<file path="config.mk">
export PLATFORM = sky130hd
export DESIGN_NAME = strap_ctl_regs
export DESIGN_NICKNAME = d
export VERILOG_FILES = /design/src/rtl/strap_ctl_pkg.sv /design/src/rtl/strap_addr_dec.sv /design/src/rtl/strap_lock.sv /design/src/rtl/strap_reg_core.sv /design/src/rtl/strap_ctl_regs.sv
export SDC_FILE = /design/constraint.sdc
export NUM_CORES = 1
export LEC_CHECK = 0
export BUFFER_PORTS_ARGS = -buffer_cell sky130_fd_sc_hd__buf_2
export CORE_UTILIZATION = 45
export CTS_CLUSTER_DIAMETER = 40
export DETAILED_ROUTE_END_ITERATION = 8
export GPL_TIMING_DRIVEN = 0
export PLACE_DENSITY = 0.8
export SKIP_CTS_REPAIR_TIMING = 1
export SLEW_MARGIN = 20
export SYNTH_ARGS = -nofsm -noshare
export SYNTH_HDL_FRONTEND = slang
export SYNTH_HIERARCHICAL = 1
export SYNTH_SLANG_ARGS = --single-unit
</file>
<file path="constraint.sdc">
create_clock -name clk_i -period 1.5 [get_ports clk_i]
set_input_delay 0.075 -clock clk_i [delete_from_list [all_inputs] [get_ports clk_i]]
set_output_delay 0.075 -clock clk_i [all_outputs]
set_load 0.005 [all_outputs]
</file>
<file path="src/rtl/strap_ctl_pkg.sv">
package strap_ctl_pkg;
  localparam int unsigned DATA_W = 32;
  localparam logic [31:0] PROT_KEY   = 32'h1688_A8A8;
  localparam logic [7:0]  FAMILY_NEW = 8'h04;

  localparam int unsigned OFF_PROT     = 'h00;
  localparam int unsigned OFF_STRAP    = 'h04;
  localparam int unsigned OFF_REV      = 'h08;
  localparam int unsigned OFF_FREQ     = 'h10;
  localparam int unsigned OFF_RNG      = 'h14;
  localparam int unsigned OFF_FCNT_LO  = 'h18;
  localparam int unsigned OFF_FCNT_HI  = 'h1C;
  localparam int unsigned OFF_SCR_BASE = 'h20;

  typedef struct packed {
    logic prot;
    logic strap;
    logic rev;
    logic ro;
  } hit_t;
endpackage

</file>
<file path="src/rtl/strap_addr_dec.sv">
module strap_addr_dec
  import strap_ctl_pkg::*;
#(
  parameter int unsigned ADDR_W    = 8,
  parameter int unsigned N_SCRATCH = 8
) (
  input  logic [ADDR_W-1:0] addr_i,
  output hit_t              hit_o
);
  localparam int unsigned N_FIXED_RO = 4;
  localparam int unsigned FIXED_RO [N_FIXED_RO] = '{OFF_FREQ, OFF_RNG, OFF_FCNT_LO, OFF_FCNT_HI};

  logic [N_SCRATCH-1:0]  scr_hit;
  logic [N_FIXED_RO-1:0] fix_hit;

  for (genvar i = 0; i < N_SCRATCH; i++) begin : g_scr
    assign scr_hit[i] = (addr_i == ADDR_W'(OFF_SCR_BASE + 4 * i));
  end

  for (genvar j = 0; j < N_FIXED_RO; j++) begin : g_fix
    assign fix_hit[j] = (addr_i == ADDR_W'(FIXED_RO[j]));
  end

  assign hit_o.prot  = (addr_i == ADDR_W'(OFF_PROT));
  assign hit_o.strap = (addr_i == ADDR_W'(OFF_STRAP));
  assign hit_o.rev   = (addr_i == ADDR_W'(OFF_REV));
  assign hit_o.ro    = (|scr_hit) | (|fix_hit);
endmodule

</file>
<file path="src/rtl/strap_lock.sv">
module strap_lock
  import strap_ctl_pkg::*;
(
  input  logic              clk_i,
  input  logic              rst_ni,
  input  logic              key_wr_i,
  input  logic [DATA_W-1:0] wdata_i,
  output logic              unlocked_o
);
  logic unlocked_q;

  always_ff @(posedge clk_i or negedge rst_ni) begin
    if (!rst_ni)       unlocked_q <= 1'b0;
    else if (key_wr_i) unlocked_q <= (wdata_i == PROT_KEY);
  end

  assign unlocked_o = unlocked_q;
endmodule

</file>
<file path="src/rtl/strap_reg_core.sv">
module strap_reg_core
  import strap_ctl_pkg::*;
#(
  parameter logic [31:0] REV_ID    = 32'h0400_0303,
  parameter logic [31:0] STRAP_RST = 32'h0000_0000
) (
  input  logic              clk_i,
  input  logic              rst_ni,
  input  logic              set_wr_i,
  input  logic              clr_wr_i,
  input  logic [DATA_W-1:0] wdata_i,
  output logic [DATA_W-1:0] strap_o
);
  localparam bit NEW_FAM = (REV_ID[31:24] == FAMILY_NEW);

  logic [DATA_W-1:0] strap_q;

  if (NEW_FAM) begin : g_w1sc
    always_ff @(posedge clk_i or negedge rst_ni) begin
      if (!rst_ni)       strap_q <= STRAP_RST;
      else if (set_wr_i) strap_q <= strap_q | wdata_i;
      else if (clr_wr_i) strap_q <= strap_q & ~wdata_i;
    end
  end else begin : g_rmw
    // clear path has no meaning on this family; top never drives it
    always_ff @(posedge clk_i or negedge rst_ni) begin
      if (!rst_ni)                   strap_q <= STRAP_RST;
      else if (set_wr_i && !clr_wr_i) strap_q <= wdata_i;
    end
  end

  assign strap_o = strap_q;
endmodule

</file>
<file path="src/rtl/strap_ctl_regs.sv">
module strap_ctl_regs
  import strap_ctl_pkg::*;
#(
  parameter int unsigned ADDR_W    = 8,
  parameter int unsigned N_SCRATCH = 8,
  parameter logic [31:0] REV_ID    = 32'h0400_0303,
  parameter logic [31:0] STRAP_RST = 32'h1200_00F0
) (
  input  logic              clk_i,
  input  logic              rst_ni,
  input  logic [ADDR_W-1:0] addr_i,
  input  logic              we_i,
  input  logic [31:0]       wdata_i,
  output logic [31:0]       rdata_o,
  output logic              err_o
);
  localparam bit NEW_FAM = (REV_ID[31:24] == FAMILY_NEW);

  hit_t              hit;
  logic              unlocked_q;
  logic [DATA_W-1:0] strap_q;
  logic              we_ok;
  logic              strap_wr;
  logic              rev_clr;
  logic              err_d;
  logic [DATA_W-1:0] rdata_d;
  logic [DATA_W-1:0] rdata_q;
  logic              err_q;

  strap_addr_dec #(
    .ADDR_W   (ADDR_W),
    .N_SCRATCH(N_SCRATCH)
  ) u_dec (
    .addr_i(addr_i),
    .hit_o (hit)
  );

  strap_lock u_lock (
    .clk_i     (clk_i),
    .rst_ni    (rst_ni),
    .key_wr_i  (we_i & hit.prot),
    .wdata_i   (wdata_i),
    .unlocked_o(unlocked_q)
  );

  assign we_ok    = we_i & unlocked_q;
  assign strap_wr = we_ok & hit.strap;
  assign rev_clr  = we_ok & hit.rev & NEW_FAM;
  assign err_d    = we_ok & (hit.ro | (hit.rev & ~NEW_FAM));

  strap_reg_core #(
    .REV_ID   (REV_ID),
    .STRAP_RST(STRAP_RST)
  ) u_core (
    .clk_i   (clk_i),
    .rst_ni  (rst_ni),
    .set_wr_i(strap_wr),
    .clr_wr_i(rev_clr),
    .wdata_i (wdata_i),
    .strap_o (strap_q)
  );

  always_comb begin
    rdata_d = '0;
    if (hit.prot)       rdata_d = {{(DATA_W-1){1'b0}}, unlocked_q};
    else if (hit.strap) rdata_d = strap_q;
    else if (hit.rev)   rdata_d = REV_ID;
  end

  always_ff @(posedge clk_i or negedge rst_ni) begin
    if (!rst_ni) begin
      rdata_q <= '0;
      err_q   <= 1'b0;
    end else begin
      rdata_q <= rdata_d;
      err_q   <= err_d;
    end
  end

  assign rdata_o = rdata_q;
  assign err_o   = err_q;
endmodule

</file>
==> results.py <==
metrics = {
    "outcome": {
        "run_status": "finished with violations",
        "violations": "negative hold slack, negative setup slack",
    },
    "yosys": {
        "synth_nets": 247,
        "synth_area_per_cell_um2": 12.8,
        "syn_inst": 204,
        "syn_area_um2": 2600,
        "synthTopCellsByArea": "dfrtp_1, a22o_1, dfstp_2, and2_1, nand2_1",
        "ys_seq_elements": 66,
        "seq_area_frac_synth_pct": 63.7,
        "yosysWarnings": 6,
        "yosysTopAreaCell": "dfrtp_1",
        "ys_types": 25,
        "synth_top_cell_area_share_pct": 57.7,
    },
    "worst_setup_path": {
        "end_kind": "flop",
        "path_max_fanout": 4,
        "worstSetupPathType": "primary input to flop",
        "cp.arrival_ns": 1.81,
        "slowest_delay_ns": 0.58,
        "critPathSlowestCell": "or4_4",
        "crit_required_ns": 1.74,
        "worstPathCellList": "buf_6 -> or4_4 -> nor4_4 -> and2_4 -> nor4b_4 -> nand4_1 -> o31ai_2",
        "rrSetupSlack_ns": 0.25,
        "path_delay_family": "simple AND/OR/NAND/NOR gates",
        "critPathBufInv": 1,
        "worstSetupStartpointType": "primary input",
    },
    "detailed_routing": {
        "wirelength_um": 5500,
        "antenna_left": 0,
        "drc": 0,
        "wl_per_cell_um": 14.5,
        "vias": 1905,
        "post_drt_via_cell_ratio": 5.03,
        "drt_iter0_drc": 53,
        "first_pass_iters": 5,
    },
    "floorplan": {
        "dieArea_um2": 6090,
        "num_rows": 27,
        "die_height_um": 78.1,
        "io_pins": 76,
        "core_um2": 5540,
        "initial_core_util_pct": 47.0,
        "die_w_um": 78.1,
    },
    "power": {
        "clock_power_share_pct": 38.7,
        "vdd_drop_max_uv": 578,
        "p_per_area_nw_per_um2": 916,
        "p_comb_share_pct": 5.3,
        "p_int_mw": 2.51,
        "p_leak_nw": 1.76,
        "switching_share_pct": 21.3,
        "total_power_mw": 3.18,
        "p_switching_mw": 0.679,
        "p_seq_share_pct": 55.9,
    },
    "clocking": {
        "clk_latency_ns": 0.33,
        "clock-root-buffer": "clkbuf_8",
        "cts_buffer_depth": 2,
        "cts_buffers": 9,
        "h-tree-depth": 3,
        "cts_tree": "done",
        "path_clk_slew_ns": 0.06,
        "cts.sinks": 66,
    },
    "placement": {
        "hpwl_um": 3950,
        "place_area_um2": 3120,
        "place.gp.congestion": 0.747,
        "numPortBuffers": 75,
    },
    "timing": {
        "setup_viol": 31,
        "slew_violations": 0,
        "hold_viol": 2,
        "setup_ws_ns": -0.0711,
        "fmax_ghz": 0.636,
        "finalCritPeriodShare_pct": 105,
        "fin_skew_ns": 0.00633,
        "worst_pin_slew_ns": 0.401,
        "rsz0062_at_grt": "true",
        "hold_ws_ns": -0.00531,
        "finalCriticalPeriod_ns": 1.57,
        "relSlewSlack_pct": 72.9,
    },
    "final_layout": {
        "area_growth_syn_to_layout_pct": 33.5,
        "drive_above_1_share_pct": 43.3,
        "antenna_cells": 0,
        "final_area_um2": 3480,
        "layout_commonest_cell": "buf_2",
        "final_nets": 345,
        "layout_common_cells": "buf_2, dfrtp_1, nand2_1, a22o_1, and2_1",
    },
    "global_routing": {
        "antenna_found_initial": 0,
        "grt_pass1_vias": 1800,
        "grt_pass1_wl_um": 8560,
        "grt_max_degree": 50,
        "overflow": 0,
        "grt_usage_pct": 18.9,
    },
    "run": {
        "drv_cap": 0,
    },
    "worst_hold_path": {
        "hold_class": "primary input to flop",
    },
}
==> cells in the mapped netlist <==
library cell	instances
mux2i_1	1
o31ai_2	1
inv_1	1
nand2b_1	2
nor2b_4	1
nand2_1	38
a21oi_1	4
dfrtp_1	60
and2b_2	1
and3_1	3
o21ai_0	1
and2_2	5
a22o_1	32
nor4bb_1	3
nor4_1	2
or4_4	1
or2_2	1
nor4b_2	4
nand4_1	2
and2_1	23
buf_6	6
buf_2	3
and4bb_2	1
dfstp_2	6
nor2_1	2
==> logic make-up after synthesis <==
| kind of cell | share of synthesized area (%) |
|---|---|
| DFF | 63.7 |
| AOI/OAI and AO/OA | 12.2 |
| buffers and inverters | 3.32 |
| muxes | 0.384 |
| and+or+nand+nor | 20.4 |
==> power by group through the flow <==
stage / combinational (mW) / sequential [mW] / clock [mW]
after floorplan: 0.0204 / 1.81 / 0
after global placement: 0.139 / 1.81 / 0
after detailed placement: 0.153 / 1.81 / 0
after CTS: 0.153 / 1.78 / 1.25
after global routing: 0.186 / 1.78 / 1.35
final: 0.170 / 1.78 / 1.23
==> final cells by class <==
| type | count | area [um2] |
|---|---|---|
| Tap cell | 72 | 90.1 |
| Inverter | 1 | 3.75 |
| Buffer | 9 | 101 |
| Clock buffer | 16 | 160 |
| Multi-Input combinational cell | 128 | 926 |
| Timing Repair Buffer | 87 | 537 |
| Fill cell | 442 | 2060 |
| Sequential cell | 66 | 1660 |
==> path summary, 6_finish.rpt <==
path,to,depth (start not counted),from
worst min-delay path,flop,2,wdata_i[23]
worst max register to register,flop,3,u_lock/unlocked_o$_DFFE_PN0P_
worst min register to register,rdata_o[17]$_DFF_PN0_,1,flop
max in group asynchronous,asynchronous set/reset pin,3,rst_ni
min in group asynchronous,rdata_o[16]$_DFF_PN0_,2,rst_ni
worst max-delay path,u_lock/unlocked_o$_DFFE_PN0P_,7,addr_i[6]
==> through the flow <==
stage / cells / setup WS [ns] / setup TNS [ns] / utilization (%)
finish: 379 / -0.0711 / -1.46 / 62.8
detailed placement: 352 / -0.630 / -27.33 / 56.3
CTS: 368 / -0.284 / -6.50 / 59.2
floorplan: 204 / -0.316 / -8.09 / -
global placement: 351 / -0.613 / -24.93 / 55.8
global route: 379 / -0.154 / -3.22 / 62.8
==> metal layers <==
metal / GRT usage (%) / routed length (um)
met5: 0 / 0
met4: 6.85 / 65
met3: 6.51 / 256
met2: 31.2 / 2810
met1: 23.0 / 2370
No activity file was read; power rests on OpenSTA's default activity.
